**src/rtl/jdc_pkg.sv**
```systemverilog
`timescale 1ns/1ps
package jdc_pkg;
   // one oversampled control input: settled level and level one clock earlier
   typedef struct packed {
      logic now;
      logic was;
   } samp_t;
endpackage

```
**src/rtl/jdc_sync.sv**
```systemverilog
`timescale 1ns/1ps
module jdc_sync
   import jdc_pkg::*;
#(
   parameter int SYNC_STAGES = 2
) (
   input  logic  clk,
   input  logic  din,
   output samp_t smp
);
   logic [SYNC_STAGES-1:0] pipe;
   logic                   prev;

   always_ff @(posedge clk) begin
      pipe <= {pipe[SYNC_STAGES-2:0], din};
      prev <= pipe[SYNC_STAGES-1];
   end

   assign smp.now = pipe[SYNC_STAGES-1];
   assign smp.was = prev;
endmodule

```
**src/rtl/jdc_ring.sv**
```systemverilog
`timescale 1ns/1ps
module jdc_ring #(
   parameter int STAGES = 5
) (
   input  logic              clk,
   input  logic              rst,
   input  logic              step,
   output logic [STAGES-1:0] nxt,
   output logic [STAGES-1:0] state
);
   logic [STAGES-2:0] trans;
   logic              legal;

   assign trans = state[STAGES-2:0] ^ state[STAGES-1:1];
   assign legal = ($countones(trans) <= 1);

   always_comb begin
      nxt = state;
      if (step) begin
         if (legal) nxt = {state[STAGES-2:0], ~state[STAGES-1]};
         else       nxt = '0;
      end
   end

   always_ff @(posedge clk or posedge rst) begin
      if (rst) state <= '0;
      else     state <= nxt;
   end


   ring_legal_chk: assert property (@(posedge clk) disable iff (rst)
      $countones(state[STAGES-2:0] ^ state[STAGES-1:1]) <= 1);
endmodule

```
**src/rtl/jdc_decode.sv**
```systemverilog
`timescale 1ns/1ps
module jdc_decode #(
   parameter int STAGES = 5
) (
   input  logic                clk,
   input  logic                rst,
   input  logic [STAGES-1:0]   nxt,
   output logic [2*STAGES-1:0] q,
   output logic                carry
);
   localparam int NOUT = 2 * STAGES;
   localparam int IDXW = $clog2(NOUT);

   logic [IDXW-1:0] pop;
   logic [IDXW-1:0] idx;
   logic [NOUT-1:0] q_nxt;

   assign pop = IDXW'($countones(nxt));
   assign idx = nxt[STAGES-1] ? (IDXW'(NOUT) - pop) : pop;

   for (genvar k = 0; k < NOUT; k++) begin : g_dec
      assign q_nxt[k] = (idx == IDXW'(k));
   end

   always_ff @(posedge clk or posedge rst) begin
      if (rst) begin
         q     <= NOUT'(1);
         carry <= 1'b1;
      end else begin
         q     <= q_nxt;
         carry <= ~nxt[STAGES-1];
      end
   end


   onehot_out_chk: assert property (@(posedge clk) disable iff (rst)
      $countones(q) == 1);

   carry_half_chk: assert property (@(posedge clk) disable iff (rst)
      carry == (|q[STAGES-1:0]));
endmodule

```
**src/rtl/johnson_decade.sv**
```systemverilog
`timescale 1ns/1ps
module johnson_decade
   import jdc_pkg::*;
#(
   parameter int STAGES      = 5,
   parameter int SYNC_STAGES = 2,
   localparam int NOUT       = 2 * STAGES
) (
   input  logic            clk,
   input  logic            clear,
   input  logic            cnt_clk,
   input  logic            inhibit,
   output logic [NOUT-1:0] q,
   output logic            carry
);
   if (STAGES < 2) begin : g_bad_stages
      $error("johnson_decade: STAGES must be at least 2");
   end
   if (SYNC_STAGES < 2) begin : g_bad_sync
      $error("johnson_decade: SYNC_STAGES must be at least 2");
   end

   logic [SYNC_STAGES-1:0] rst_pipe;
   logic                   rst_int;
   samp_t                  s_clk;
   samp_t                  s_inh;
   logic                   clk_rise;
   logic                   inh_fall;
   logic                   adv;
   logic [STAGES-1:0]      nxt;
   logic [STAGES-1:0]      state;

   always_ff @(posedge clk or posedge clear) begin
      if (clear) rst_pipe <= '1;
      else       rst_pipe <= {rst_pipe[SYNC_STAGES-2:0], 1'b0};
   end
   assign rst_int = rst_pipe[SYNC_STAGES-1];

   jdc_sync #(.SYNC_STAGES(SYNC_STAGES)) u_sync_clk (
      .clk(clk), .din(cnt_clk), .smp(s_clk));
   jdc_sync #(.SYNC_STAGES(SYNC_STAGES)) u_sync_inh (
      .clk(clk), .din(inhibit), .smp(s_inh));

   assign clk_rise = s_clk.now & ~s_clk.was;
   assign inh_fall = s_inh.was & ~s_inh.now;
   assign adv      = (clk_rise & ~s_inh.now) | (inh_fall & s_clk.now);

   jdc_ring #(.STAGES(STAGES)) u_ring (
      .clk(clk), .rst(rst_int), .step(adv), .nxt(nxt), .state(state));

   jdc_decode #(.STAGES(STAGES)) u_dec (
      .clk(clk), .rst(rst_int), .nxt(nxt), .q(q), .carry(carry));


   clk_step_chk: assert property (@(posedge clk) disable iff (rst_int)
      (clk_rise && !s_inh.now) |=> q == {$past(q[NOUT-2:0]), $past(q[NOUT-1])});

   hold_chk: assert property (@(posedge clk) disable iff (rst_int)
      (s_inh.now && s_inh.was) |=> ($stable(q) && $stable(carry)));

   inh_step_chk: assert property (@(posedge clk) disable iff (rst_int)
      (inh_fall && s_clk.now) |=> q == {$past(q[NOUT-2:0]), $past(q[NOUT-1])});

   clear_zero_chk: assert property (@(posedge clk)
      rst_int |-> (q == NOUT'(1) && carry));
endmodule

```
**config.mk**
```make
export PLATFORM = sky130hd
export DESIGN_NAME = johnson_decade
export DESIGN_NICKNAME = d
export VERILOG_FILES = /design/src/rtl/jdc_pkg.sv /design/src/rtl/jdc_sync.sv /design/src/rtl/jdc_ring.sv /design/src/rtl/jdc_decode.sv /design/src/rtl/johnson_decade.sv
export SDC_FILE = /design/constraint.sdc
export NUM_CORES = 1
export LEC_CHECK = 0
export BUFFER_PORTS_ARGS = -buffer_cell sky130_fd_sc_hd__buf_2
export CAP_MARGIN = 10
export CORE_MARGIN = 8
export CORE_UTILIZATION = 40
export CTS_CLUSTER_DIAMETER = 50
export CTS_CLUSTER_SIZE = 10
export DETAILED_ROUTE_END_ITERATION = 10
export GPL_ROUTABILITY_DRIVEN = 0
export SYNTH_ARGS = -nofsm -noshare
export SYNTH_HDL_FRONTEND = slang
export SYNTH_SLANG_ARGS = --single-unit
```
**constraint.sdc**
```tcl
create_clock -name clk -period 0.9 [get_ports clk]
set_clock_uncertainty 0.05 [all_clocks]
set_input_delay 0.27 -clock clk [delete_from_list [all_inputs] [get_ports clk]]
set_output_delay 0.27 -clock clk [all_outputs]
set_load 0.05 [all_outputs]
```
==> results of run 1 <==
synthesized netlist by cell type:
library cell / n / area, um^2
a211oi_1: 1 / 7.51
a21boi_2: 1 / 11.3
a21oi_1: 6 / 30.0
a21oi_2: 2 / 17.5
and3_4: 2 / 22.5
buf_6: 1 / 11.3
clkbuf_1: 1 / 3.75
conb_1: 1 / 3.75
dfrtp_1: 14 / 350
dfstp_2: 4 / 105
dfxtp_1: 6 / 120
fa_1: 3 / 60.1
ha_1: 6 / 75.1
inv_1: 11 / 41.3
nand2_1: 6 / 22.5
nand2b_1: 5 / 31.3
nand3_1: 2 / 10.0
nand3b_1: 1 / 7.51
nand4_1: 3 / 18.8
nand4b_1: 1 / 8.76
nor2_1: 2 / 7.51
nor2b_1: 3 / 18.8
nor3_1: 2 / 10.0
nor4_1: 1 / 6.26
o2111ai_1: 1 / 8.76
o211ai_1: 2 / 15.0
o21a_1: 1 / 7.51
o21ai_0: 3 / 15.0
o21ai_1: 6 / 30.0
o2bb2ai_1: 1 / 8.76
o41ai_1: 2 / 17.5
or3_1: 1 / 6.26
or4_4: 1 / 11.3
xor2_1: 4 / 35.0
cells by family (layout without fill, tap and decap cells):
family / count (synthesis) / count (layout) / synth area share
compound gates: 26 / 26 / 0.146
xor+xnor: 4 / 4 / 0.0303
fa+ha+maj: 9 / 9 / 0.117
buf+inv: 13 / 66 / 0.0487
flops: 24 / 24 / 0.498
other cells: 1 / 1 / 0.00324
simple gates: 30 / 30 / 0.157
how the worst max path moves through the flow:
| stage | startpoint | end | slack, ns | depth (start not counted) |
|---|---|---|---|---|
| final | u_ring.state[3] | u_dec.q[3] | -3.09 | 16 |
| after global routing | u_ring.state[3] | u_dec.q[4] | -3.23 | 16 |
| after CTS | u_ring.state[3] | u_dec.q[9] | -3.08 | 16 |
| after detailed placement | u_ring.state[1] | u_dec.q[2] | -3.11 | 16 |
| after global placement | u_ring.state[1] | u_dec.q[2] | -3.05 | 16 |
| after floorplan | u_ring.state[3] | u_dec.q[9] | -2.87 | 16 |
cells in the final DEF, fill, tap and decap left out, types with 2 or more instances in the layout:
master and instances:
buf_2 3, nand4_1 3, xor2_1 4, dfstp_2 4, o21ai_2 3, dlygate4sd3_1 3
o41ai_4 2, dfrtp_1 6, dfrtp_2 8, dfxtp_1 6, buf_4 30, o211ai_1 2
and3_4 2, a21oi_2 5, o21ai_1 5, ha_1 4, nor2b_1 2, buf_6 13
nand2_1 3, nand2b_1 4, buf_8 2, a21oi_1 3, inv_2 4, nand2_4 2
fa_2 3, inv_1 7, clkbuf_4 3
worst max-delay path, delay by kind of cell, from the launching register on:
kind | cells | cell delay (ns)
adders and majority gates | 7 | 2.33
xor gates and xnor gates | 1 | 0.18
DFF | 1 | 0.43
and+or+nand+nor | 1 | 0.08
AOI/OAI and AO/OA | 3 | 0.58
buffers and inverters | 4 | 0.28
registers in the layout, indices dropped and copies added, names as in the netlist:
register and flops:
u_dec.carry 1, u_sync_inh.prev 1, rst_pipe 2, u_sync_clk.pipe 2, u_dec.q 10, u_sync_clk.prev 1, u_sync_inh.pipe 2, u_ring.state 5
routing by layer:
metal	vias to the layer above	track usage	wire length [um]
met5	-	0	0
met4	0	0.0357	27
met3	4	0.0415	126
met2	23	0.207	1410
met1	439	0.129	1130
li1	475	-	-
metrics by stage:
stage	utilization	setup WS, ns	TNS, ns	instance area, um^2	std cells
after global routing	0.671	-3.23	-44.40	1850	191
after global placement	0.553	-3.05	-37.73	1520	177
after detailed placement	0.553	-3.11	-38.71	1520	177
after floorplan	-	-2.87	-34.96	1240	107
final	0.671	-3.09	-42.29	1850	191
after CTS	0.641	-3.08	-41.95	1770	187
timing repair:
item,CTS,global route
gates cloned,0,0
pin swaps,7,7
endpoints found under the hold margin,4,0
setup endpoints to repair,27,27
setup buffers,5,7
gates resized for setup,40,12
hold buffers,3,0
final cells by class:
type	instances	area, um^2	share of cell area
Inverter	11	41.3	0.0223
Sequential cell	24	586	0.317
Clock buffer	4	47.5	0.0257
Tap cell	31	38.8	0.0210
Timing Repair Buffer	51	447	0.242
Multi-Input combinational cell	70	689	0.373
==> summary.txt, run 1 <==
Mapped Cells = 107
Ports placed on the boundary = 15
Vias in the first global route = 1067
Layout area overhead = 60.0%
RSZ-0062 raised after global routing = true
HPWL after detailed placement = 1900 um
Final hold vios = 0
Setup CP Type = reg2reg
TritonRoute pass-1 iters = 4
Hold slack = 0.159 ns
GRT Util Overall = 0.118
Final setup margin = -3.09 ns
Outcome = finished, violations left
# setup viols final = 27
Initial antenna violation count = 0
Worst Hold Class = reg2async
Post-route minimum period = 3.99 ns
Worst-path clk slew = 0.12 ns
Post-route ant nets = 0
Failing checks = setup timing
Register bit total from synthesis = 24
Synth Net Count = 120
Pins Over Slew Limit = 0
Crit-path slowest cell = fa_2
Reg-to-reg endpoint = u_dec.q[3]
Critical Path AT = 4.19 ns
WL final = 2690 um
CTS root buf = clkbuf_4
Detailed-route via count = 941
Clk sinks = 24
Startpoint types = flip-flop
Initial core utilization = 0.419
Fill count = 199
FMAX = 251 MHz
Post-route DRC = 0
CP endpoint kind = flip-flop
Count of distinct cell types in the synthesized netlist = 34
Clk_lat worst skew = 0.31 ns
Port-buffer cells = 14
Die area = 0.00487 mm^2
R2R Path Start = u_ring.state[3]
Drt wl/cell = 14.1 um
Die width = 69.8 um
Share of layout cells above drive strength 1 = 0.613
Via/cell ratio = 4.93
Htree depth = 1
Congestion Overflow GR = 0
Detailed Route Iter0 Violations = 39
First-pass GRT wire length = 4800 um
Cells on worst reg2reg path = 16
Core area = 0.00276 mm^2
Syn avg cell area = 10.8 um^2
Antenna cells = 0
FP Rows = 19
Worst path max stage delay = 0.58 ns
CTS tree = built
Synth warn = 0
Max Buffers Root-to-Sink = 2
Crit path max fanout = 5
Num CTS Buffers = 3
Part of the Yosys area used for sequential elements = 0.498
Flop2flop setup slack = -3.09 ns
Largest net degree at the start of global routing = 15
CP Data Required Time = 1.10 ns
Post-layout nets = 174
Ordered cell list for the critical path = xor2_1 -> ha_1 -> ha_2 -> inv_2 -> fa_2 -> nand2_4 -> o41ai_4 -> ha_1 -> inv_2 -> fa_2 -> inv_2 -> fa_2 -> ha_4 -> buf_4 -> a211oi_4 -> o2bb2ai_2
Max-Cap Viols = 0
Syn Std Cell Area = 0.00116 mm^2
Die Ht = 69.8 um
Final period util = 4.43
Power of run 1 is not shown: default switching activity piles up to over one toggle a cycle in this logic, so the estimate is an artifact.
==> run 2: changes to the inputs <==
- SYNTH_HIERARCHICAL: not set -> 1
==> summary.txt, run 2 <==
Ys flop type = dfrtp_1
Final setup margin = -3.20 ns (-0.114 ns)
First-pass GRT wire length = 4150 um (-14%)
TritonRoute pass-1 iters = 4 (unchanged)
Clk sinks = 24 (unchanged)
Via/cell ratio = 4.92 (-0.15%)
Final period util = 4.56 (+0.127)
Largest cells by area after synthesis = dfrtp_1 (31%), dfxtp_1 (11%), dfstp_2 (9.2%)
Antenna cells = 0 (unchanged)
Finished Cell Area = 0.00167 mm^2 (-9.7%)
FMAX = 244 MHz (-2.8%)
Startpoint types = flip-flop
Die Ht = 69.4 um (-0.50%)
Worst Hold Class = reg2async
Largest net degree at the start of global routing = 14 (-1)
Die width = 69.4 um (-0.50%)
Most frequent cells in the layout = buf_4 (23), buf_6 (13), inv_1 (8), dfrtp_2 (8)
# setup viols final = 27 (unchanged)
CP endpoint kind = flip-flop
Ordered cell list for the critical path = xor2_1 -> ha_1 -> and3b_1 -> or4_4 -> a21oi_4 -> fa_1 -> ha_1 -> ha_2 -> inv_2 -> fa_1 -> inv_2 -> ha_4 -> nand2_4 -> o22a_4 -> and3b_1
Share of layout cells above drive strength 1 = 0.570 (-0.0421)
CTS tree = built
Post-route minimum period = 4.10 ns (+0.114 ns)
Failing checks = setup timing
Post-route ant nets = 0 (unchanged)
Fraction of registers with async set/reset = 0.750 (unchanged)
Initial core utilization = 0.417 (-0.00185)
Synth warn = 6 (+6)
Final hold vios = 0 (unchanged)
Post-route DRC = 0 (unchanged)
Syn avg cell area = 11.1 um^2 (+2.5%)
Synth Net Count = 114 (-5.0%)
Ports placed on the boundary = 15 (unchanged)
Sequential cell area = 586 um^2 (unchanged)
Multi-input gate area = 577 um^2 (-16%)
Count of distinct cell types in the synthesized netlist = 33 (-2.9%)
Worst-path clk slew = 0.12 ns (about the same)
FP Rows = 19 (unchanged)
Crit path max fanout = 4 (-1)
Post-synth top area cell = dfrtp_1
Cells on worst reg2reg path = 15 (-1)
Flop2flop setup slack = -3.20 ns (-0.11 ns)
Biggest regs = u_dec/q x10, u_ring/state x5
EDFF count, synth = 0 (unchanged)
Part of the Yosys area used for sequential elements = 0.504 (+0.00655)
Detailed-route via count = 851 (-9.6%)
Vias in the first global route = 896 (-16%)
Drt wl/cell = 14.3 um (+1.9%)
Critical Path AT = 4.30 ns (+0.11 ns)
HPWL after detailed placement = 1700 um (-10%)
Fill count = 217 (+9.0%)
Setup CP Type = reg2reg
Register bit total from synthesis = 24 (unchanged)
Layout area overhead = 46.3%
Initial antenna violation count = 0 (unchanged)
Pre-CTS setup slack = -3.21 ns (-0.0955 ns)
Most common cell after layout, fill and taps aside = buf_4
Port-buffer cells = 14 (unchanged)
GRT Util Overall = 0.103 (-0.0151)
CP Data Required Time = 1.10 ns (about the same)
Most common cell in the netlist = dfrtp_1
Outcome = finished, violations left
Core area = 0.00273 mm^2 (-0.86%)
Max Buffers Root-to-Sink = 2 (unchanged)
CTS root buf = clkbuf_4
Crit-path slowest cell = fa_1
Congestion Overflow GR = 0 (unchanged)
Detailed Route Iter0 Violations = 31 (-21%)
Pins Over Slew Limit = 0 (unchanged)
Largest register FFs = 10 (unchanged)
Post-layout nets = 154 (-11%)
Syn Std Cell Area = 0.00114 mm^2 (-1.3%)
Placed Area = 0.00137 mm^2 (-10%)
Commonest cells post-synth = dfrtp_1 (14), inv_1 (12), a21oi_1 (7)
R2R Path Start = u_ring/state[2]
Reg-to-reg endpoint = u_dec/q[9]
WL final = 2480 um (-7.7%)
Clk_lat worst skew = 0.30 ns (about the same)
RSZ-0062 raised after global routing = true
Htree depth = 1 (unchanged)
Worst path max stage delay = 0.51 ns (-0.07 ns)
Num CTS Buffers = 3 (unchanged)
Die area = 0.00482 mm^2 (-1.0%)
Max-Cap Viols = 0 (unchanged)
Mapped Cells = 103 (-3.7%)
Top cell type's share of synthesized area = 0.307 (+0.00399)
Largest Register = u_dec/q
[run 2: cell types whose count changed after synthesis, moves of 3 or more]
cell,delta
o21ai_1,-6
buf_4,+5
nand2b_1,-5
nor3_1,+4
nand4_1,-3
nor3b_1,+3
o21ai_0,-3
xnor2_1,+3
[run 2: worst max path at each step]
stage / startpoint / endpoint / slack (ns) / cells past startpoint
2_1_floorplan: u_ring/state[2] / u_dec/q[9] / -3.13 / 16
3_3_place_gp: u_ring/state[2] / u_dec/q[9] / -3.14 / 15
3_5_place_dp: u_ring/state[2] / u_dec/q[9] / -3.21 / 15
4_1_cts: u_ring/state[2] / u_dec/q[9] / -3.20 / 15
5_1_grt: u_ring/state[2] / u_dec/q[9] / -3.32 / 15
6_report: u_ring/state[2] / u_dec/q[9] / -3.20 / 15
[run 2: cell type report]
class,count,share of cell area
clock buffers,4,0.0157
flip-flops and latches,24,0.351
repair buffers,44,0.236
inverters,12,0.0285
well taps,31,0.0232
multi-input cells,58,0.346
[run 2: critical path, delay by kind of cell (launching register included)]
family / cells / cell delay, ns
AOI/OAI and AO/OA: 2 / 0.42
adders and majority gates: 6 / 2.01
buffers and inverters: 2 / 0.10
DFF: 1 / 0.43
xor gates and xnor gates: 1 / 0.15
and+or+nand+nor: 4 / 0.88
[run 2: cell families (layout without fill, tap and decap cells)]
family,Yosys count,after routing,synth area share
AND/OR/NAND/NOR,25,25,0.144
flip-flops,24,24,0.504
buffers and inverters,21,60,0.0932
AO/OA/AOI/OAI,17,17,0.104
XOR/XNOR,8,8,0.0614
adder cells (fa/ha/maj),7,7,0.0899
other,1,1,0.00329
[run 2: routing by layer]
metal / GRT usage / up-vias / part of all wire
met5: 0 / - / 0
met4: 0.0342 / 0 / 0.011
met3: 0.0272 / 2 / 0.029
met2: 0.169 / 16 / 0.52
met1: 0.126 / 416 / 0.44
li1: - / 417 / -
[run 2: timing repair]
item,4_1_cts,5_1_grt
resized for setup,43,7
buffers inserted,6,3
hold buffers,1,2
pin swaps,10,4
gates cloned,1,0
endpoints found under the hold margin,2,2
endpoints found under the setup margin,27,27
[run 2: stage by stage]
stage / setup TNS, ns / utilization / cells / hold slack [ns]
finish: -40.95 / 0.611 / 173 / 0.115
CTS: -40.79 / 0.587 / 169 / 0.0119
global route: -43.00 / 0.611 / 173 / 0.146
floorplan: -34.54 / - / 103 / 0.0807
detailed placement: -36.49 / 0.501 / 158 / 0.113
global placement: -36.12 / 0.501 / 158 / 0.112
Power of run 2 is left out for the same reason.
==> run 3: changes to the inputs <==
- CTS_CLUSTER_SIZE: 10 -> 20
- SKIP_CTS_REPAIR_TIMING: not set -> 1
==> summary.txt, run 3 (synthesis results as in run 2) <==
Max Buffers Root-to-Sink = 2 (unchanged)
Met1 GRT Util = 0.111 (-0.0147)
Max-Cap Viols = 0 (unchanged)
Most common cell after layout, fill and taps aside = buf_4
Post-route DRC = 0 (unchanged)
Detailed Route Iter0 Violations = 23 (-26%)
Worst-path clk slew = 0.12 ns (about the same)
Fill count = 223 (+2.8%)
Placed Area = 0.00137 mm^2 (unchanged)
Largest net degree at the start of global routing = 14 (unchanged)
Final setup margin = -3.19 ns (+0.0112 ns)
Die Ht = 69.4 um (unchanged)
HPWL after detailed placement = 1700 um (unchanged)
WL final = 2310 um (-6.8%)
CTS tree = built
GRT Util Overall = 0.0912 (-0.0116)
Share of layout cells above drive strength 1 = 0.511 (-0.0596)
Startpoint types = flip-flop
Pre-CTS setup slack = -3.21 ns (unchanged)
Antenna cells = 0 (unchanged)
FP Rows = 19 (unchanged)
FMAX = 244 MHz (+0.27%)
CP Data Required Time = 1.08 ns (-0.02 ns)
Clk sinks = 24 (unchanged)
Failing checks = setup timing
Post-layout nets = 151 (-1.9%)
Critical Path AT = 4.27 ns (-0.03 ns)
Die width = 69.4 um (unchanged)
Detailed-route via count = 837 (-1.6%)
First-pass GRT wire length = 3700 um (-11%)
GR peak layer = met2
CP endpoint kind = flip-flop
Final hold vios = 0 (unchanged)
Initial antenna violation count = 0 (unchanged)
Die area = 0.00482 mm^2 (unchanged)
Pins Over Slew Limit = 0 (unchanged)
Htree depth = 1 (unchanged)
Initial core utilization = 0.417 (unchanged)
# setup viols final = 27 (unchanged)
Finished Cell Area = 0.00159 mm^2 (-4.9%)
Post-route minimum period = 4.09 ns (-0.0112 ns)
Worst Hold Class = reg2async
CTS root buf = clkbuf_4
Congestion Overflow GR = 0 (unchanged)
Biggest regs = u_dec/q x10, u_ring/state x5
Crit path max fanout = 3 (-1)
Vias in the first global route = 831 (-7.3%)
Outcome = finished, violations left
Num CTS Buffers = 3 (unchanged)
Port-buffer cells = 14 (unchanged)
Drt wl/cell = 13.6 um (-5.2%)
Setup CP Type = reg2reg
Ports placed on the boundary = 15 (unchanged)
GR Layer Usage met2 = 0.145 (-0.0236)
Post-route ant nets = 0 (unchanged)
Via/cell ratio = 4.92 (about the same)
Met3 usage = 0.0286 (+0.00143)
Largest register FFs = 10 (unchanged)
Final period util = 4.55 (-0.0125)
Largest Register = u_dec/q
Layout area overhead = 39.1%
Core area = 0.00273 mm^2 (unchanged)
RSZ-0062 raised after global routing = true
TritonRoute pass-1 iters = 4 (unchanged)
Clk_lat worst skew = 0.30 ns (about the same)
Most frequent cells in the layout = buf_4 (23), buf_6 (10), inv_1 (8), dfrtp_2 (8)
-- run 3: cell types whose count changed in the layout (fill, tap and decap cells not counted) --
cell,previous run,this run
a32oi_1,0,1
xor2_1,3,5
nor2b_1,2,3
xor2_2,2,0
inv_2,3,4
nor2b_4,2,1
a32oi_2,1,0
nor3_2,4,1
nor3_1,2,5
buf_6,13,10
inv_4,1,0
-- run 3: path summary, 6_finish.rpt --
| check | from | cells past startpoint | slack [ns] | endpoint |
|---|---|---|---|---|
| setup / recovery | u_ring/state[2] | 15 | -3.19 | u_dec/q[5] |
| hold / removal | rst_pipe[1] | 1 | 0.11 | u_ring/state[2] |
| setup reg to reg | u_ring/state[2] | 15 | -3.19 | u_dec/q[5] |
| hold reg to reg | rst_pipe[1] | 1 | 0.11 | u_ring/state[2] |
| max in group asynchronous | rst_pipe[1] | 1 | 0.28 | u_dec/carry |
| min in group clk | u_sync_inh/pipe[0] | 0 | 0.29 | u_sync_inh/pipe[1] |
-- run 3: cell type report --
type,count,area [um^2],share of cell area
well taps,31,38.8,0.0244
clock buffers,4,26.3,0.0165
repair buffers,41,360,0.227
multi-input cells,58,532,0.335
flip-flops and latches,24,586,0.369
inverters,12,45.0,0.0284
-- run 3: critical path, stage by stage (launching register included) --
cell     delay (ns)
dfrtp_1        0.43
xor2_1         0.17
ha_1           0.30
and3b_1        0.17
or4_4          0.43
a21oi_4        0.15
fa_1           0.43
ha_1           0.29
ha_2           0.18
inv_2          0.04
fa_1           0.53
inv_2          0.06
buf_4          0.13
buf_4          0.12
o32a_1         0.35
nor3b_1        0.17
-- run 3: routing by layer --
layer | vias to the layer above | part of all wire
met2 | 12 | 0.49
met5 | - | 0
met3 | 2 | 0.033
met4 | 0 | 0.012
met1 | 407 | 0.46
li1 | 416 | -
-- run 3: through the flow --
stage	TNS, ns	instances	hold WS, ns	utilization
after floorplan	-34.54	103	0.0807	-
after global placement	-36.12	158	0.112	0.501
after detailed placement	-36.49	158	0.113	0.501
after CTS	-40.99	162	-0.0781	0.511
after global routing	-42.25	170	0.145	0.581
final	-40.13	170	0.111	0.581
Power of run 3 is left out for the same reason.
